<file path="src/rtl/alu_pkg.sv">
package alu_pkg;

    localparam int OPCODE_W = 4;

    typedef enum logic [OPCODE_W-1:0] {
        OP_ADD = 4'd0,
        OP_SUB = 4'd1,
        OP_AND = 4'd2,
        OP_OR  = 4'd3,
        OP_XOR = 4'd4,
        OP_NOT = 4'd5,
        OP_SHL = 4'd6,
        OP_SHR = 4'd7,
        OP_CMP = 4'd8
    } alu_op_e;

    typedef struct packed {
        logic z;
        logic c;
        logic n;
    } alu_flags_t;

    // Operations that route through the adder and report carry/borrow
    function automatic logic uses_adder(input logic [OPCODE_W-1:0] op);
        return (op == OP_ADD) || (op == OP_SUB) || (op == OP_CMP);
    endfunction

    // Operations that subtract (inverted operand plus one)
    function automatic logic uses_sub(input logic [OPCODE_W-1:0] op);
        return (op == OP_SUB) || (op == OP_CMP);
    endfunction

endpackage

</file>
<file path="src/rtl/alu_addsub.sv">
module alu_addsub #(
    parameter int WIDTH = 8
) (
    input  logic [WIDTH-1:0] a,
    input  logic [WIDTH-1:0] b,
    input  logic             sub,
    output logic [WIDTH-1:0] sum,
    output logic             cflag
);
    logic [WIDTH-1:0] b_eff;
    logic [WIDTH:0]   wide;

    always_comb begin
        b_eff = sub ? ~b : b;
        wide  = {1'b0, a} + {1'b0, b_eff} + {{WIDTH{1'b0}}, sub};
        sum   = wide[WIDTH-1:0];
        // carry out on add; borrow is the inverse of carry on subtract
        cflag = sub ? ~wide[WIDTH] : wide[WIDTH];
    end
endmodule

</file>
<file path="src/rtl/alu_logic.sv">
module alu_logic
    import alu_pkg::*;
#(
    parameter int WIDTH = 8
) (
    input  logic [WIDTH-1:0]    a,
    input  logic [WIDTH-1:0]    b,
    input  logic [OPCODE_W-1:0] op,
    output logic [WIDTH-1:0]    y
);
    always_comb begin
        case (op)
            OP_AND:  y = a & b;
            OP_OR:   y = a | b;
            OP_XOR:  y = a ^ b;
            OP_NOT:  y = ~a;
            default: y = '0;
        endcase
    end
endmodule

</file>
<file path="src/rtl/alu_shift.sv">
module alu_shift #(
    parameter int WIDTH = 8
) (
    input  logic [WIDTH-1:0] a,
    input  logic [WIDTH-1:0] amt,
    input  logic             right,
    output logic [WIDTH-1:0] y
);
    localparam int SH_W = (WIDTH > 1) ? $clog2(WIDTH) : 1;
    localparam logic [WIDTH:0] LIMIT = (WIDTH + 1)'(WIDTH);

    logic            too_far;
    logic [SH_W-1:0] sh;

    always_comb begin
        too_far = ({1'b0, amt} >= LIMIT);
        sh      = amt[SH_W-1:0];
        if (too_far)
            y = '0;
        else if (right)
            y = a >> sh;
        else
            y = a << sh;
    end
endmodule

</file>
<file path="src/rtl/alu_core.sv">
module alu_core
    import alu_pkg::*;
#(
    parameter int WIDTH = 8
) (
    input  logic [WIDTH-1:0]    op_a,
    input  logic [WIDTH-1:0]    op_b,
    input  logic [OPCODE_W-1:0] opcode,
    output logic [WIDTH-1:0]    result,
    output logic                flag_z,
    output logic                flag_c,
    output logic                flag_n
);
    logic [WIDTH-1:0] arith_y;
    logic             arith_c;
    logic [WIDTH-1:0] logic_y;
    logic [WIDTH-1:0] shift_y;
    logic [WIDTH-1:0] flag_src;
    alu_flags_t       flags;

    alu_addsub #(.WIDTH(WIDTH)) u_addsub (
        .a     (op_a),
        .b     (op_b),
        .sub   (uses_sub(opcode)),
        .sum   (arith_y),
        .cflag (arith_c)
    );

    alu_logic #(.WIDTH(WIDTH)) u_logic (
        .a  (op_a),
        .b  (op_b),
        .op (opcode),
        .y  (logic_y)
    );

    alu_shift #(.WIDTH(WIDTH)) u_shift (
        .a     (op_a),
        .amt   (op_b),
        .right (opcode == OP_SHR),
        .y     (shift_y)
    );

    always_comb begin
        case (opcode)
            OP_ADD, OP_SUB:                 result = arith_y;
            OP_AND, OP_OR, OP_XOR, OP_NOT:  result = logic_y;
            OP_SHL, OP_SHR:                 result = shift_y;
            default:                        result = '0;
        endcase

        // compare takes its flags from the difference, not the result
        flag_src = (opcode == OP_CMP) ? arith_y : result;
        flags.z  = (flag_src == '0);
        flags.n  = flag_src[WIDTH-1];
        flags.c  = uses_adder(opcode) ? arith_c : 1'b0;

        flag_z = flags.z;
        flag_c = flags.c;
        flag_n = flags.n;
    end
endmodule

</file>
<file path="config.mk">
export PLATFORM = sky130hd
export DESIGN_NAME = alu_core
export DESIGN_NICKNAME = d
export VERILOG_FILES = /design/src/rtl/alu_pkg.sv /design/src/rtl/alu_addsub.sv /design/src/rtl/alu_logic.sv /design/src/rtl/alu_shift.sv /design/src/rtl/alu_core.sv
export SDC_FILE = /design/constraint.sdc
export NUM_CORES = 1
export LEC_CHECK = 0
export BUFFER_PORTS_ARGS = -buffer_cell sky130_fd_sc_hd__buf_4
export CORE_ASPECT_RATIO = 0.7
export CORE_MARGIN = 5
export CORE_UTILIZATION = 54
export DETAILED_ROUTE_END_ITERATION = 8
export PLACE_DENSITY_LB_ADDON = 0.08
export SYNTH_ARGS = -nofsm -noshare
export SYNTH_HDL_FRONTEND = slang
export SYNTH_SLANG_ARGS = --single-unit
</file>
<file path="constraint.sdc">
create_clock -name vclk -period 2.8
set_clock_uncertainty 0.1 [all_clocks]
set_input_delay 0.14 -clock vclk [all_inputs]
set_output_delay 0.14 -clock vclk [all_outputs]
set_load 0.02 [all_outputs]
</file>
==> metrics <==
run status=finished with violations; failing checks=setup timing; drt pass-1 iters=5; DRC Markers=0; share of cells above drive strength 1=around 33%; crit path kind=primary input to primary output; Synth cell types=61; final cell count without fillers=~310; worst path required time=2560 ps; final instance area=0.00229 sq mm; top cells by area, synth=ha_1 18%, mux4_2 6.6%, mux2i_1 4.7%; Crit. End Element=primary output; Critical Path Source Type=primary input; FP Rows=17; clkbuf count=0; count of final setup violators=1; min setup slack post-route=-270 ps; vias=approximately 2100; IO Count=31; Seq Cell Count=0; DR iter-0 viols=roughly 260; Tot Pwr=around 0.53 mW; Worst Tran Pin Value=approximately 770 ps; placed cells=approximately 300; I/O Buffers=31; post-synth top area cell=ha_1; Yosys top cell area share=a little under a fifth; vias in the first global route=roughly 2000; Pwr Density=~230 mW/mm^2; Nets=approximately 320; Total GRT Usage=between 20 and 30%; final period utilization=110%; Final Hold Viols=0; commonest non-fill, non-tap cells in the layout=55 x buf_4, 23 x ha_1, 17 x inv_1; post-DR wirelength/cell=roughly 21 um; Post-DRT Antenna Nets=0; Initial Util=between 50% and 60%; Max-Cap Viols=0; Hold WS=roughly 800 ps; Setup TNS=-270 ps; total gr overflow=0; Die Wd=between 70 and 80 um; post-DR vias/cell=6.90; initial antenna violation count=0; Worst Hold Class=primary input to primary output; Max Fanout on Critical Path=5; first-pass GRT wire length=slightly above 10 mm; dpl cell area=0.00221 sq mm; fin. max-slew vios=0; commonest non-fill, non-tap cell in the layout=buf_4; sequential-to-total area share from yosys stat=0%; Post-Route WL=between 6 and 7 mm; Cell Area, Synth=about 0.0017 sq mm; Leakage=1.07 nW; FF/Latch Area=0 sq um; die height=about 57 um; fin crit period=approximately 3100 ps; Worst EP arrival=between 2000 and 3000 ps; Mapped Avg Cell Area=around 8.0 sq um; Post-Place Setup Slack=-294 ps; post-detail-place hpwl=~4.8 mm; n_diodes=0; fmax=326 MHz; largest net degree at the start of global routing=21; CORE AREA=approximately 0.0031 sq mm; fin util=about three quarters; Layout area overhead=33.2%; RSZ-0062 raised after global routing=true; Slew headroom=around half; Post-Syn Nets=between 200 and 300; DIE AREA=0.00443 sq mm; peak supply drop=roughly 0.11 mV; CTS Hold Bufs=0; Ys Warns=0; Placer Congestion=around 1.0; Syn Inst Count=roughly 220
[synthesized netlist by cell type, types with 3 or more instances]
cell and instances:
mux2i_1 8, a21oi_1 12, o211ai_1 5, nor2_1 11, mux4_2 5, nand2b_1 6
buf_2 4, nor3_1 8, xnor2_1 9, nand2_1 14, nor4_1 4, ha_1 25
o22ai_1 3, o21ai_0 6, nor2b_1 4, inv_1 17, nand3_1 4, xor2_1 4
mux4_1 3, a311oi_1 3, o311ai_0 3, clkbuf_1 4
[logic make-up after synthesis]
group                    synth area share (%)
buffers and inverters                    8.37
AND/OR/NAND/NOR                          20.9
adder cells (fa/ha/maj)                  19.4
XOR/XNOR                                 6.62
multiplexers                             16.4
AO/OA/AOI/OAI                            28.3
[worst max-delay path, cell delays in order]
cell and delay (ps):
buf_8 110, xor2_4 190, nand2_4 110, buf_4 180, xnor2_1 150, ha_1 370, o211ai_1 150, a21oi_1 230
a211oi_1 100, or4b_1 540, a41oi_1 200, and4bb_2 250, buf_6 120
[cell type report]
class	instances	area, sq um
multi-input combinational	185	1660
inverter	19	71.3
fill	240	816
tap	38	47.5
timing repair buffer	63	507
[report_power, final]
part | internal (mW) | switching (mW) | leakage, nW
combinational | 0.255 | 0.274 | 1.07
sequential | 0 | 0 | 0
clock | 0 | 0 | 0
[repair_timing]
action	in CTS	in global routing
endpoints found under the setup margin	3	5
gates resized for setup	12	3
pin swaps	12	3
setup buffers	1	0
[path summary, 6_finish.rpt]
path	endpoint	cells past startpoint	startpoint	slack [ps]
setup / recovery	flag_z	13	opcode[3]	-270
hold / removal	flag_c	4	op_a[7]	790
[routing by layer]
metal | share of wire, % | GRT usage (%)
met1 | 42 | 40.9
met2 | 45 | 45.6
met3 | 12 | 4.42
met4 | 1.6 | 3.68
met5 | 0 | 0
(Power assumes the default switching activity.)
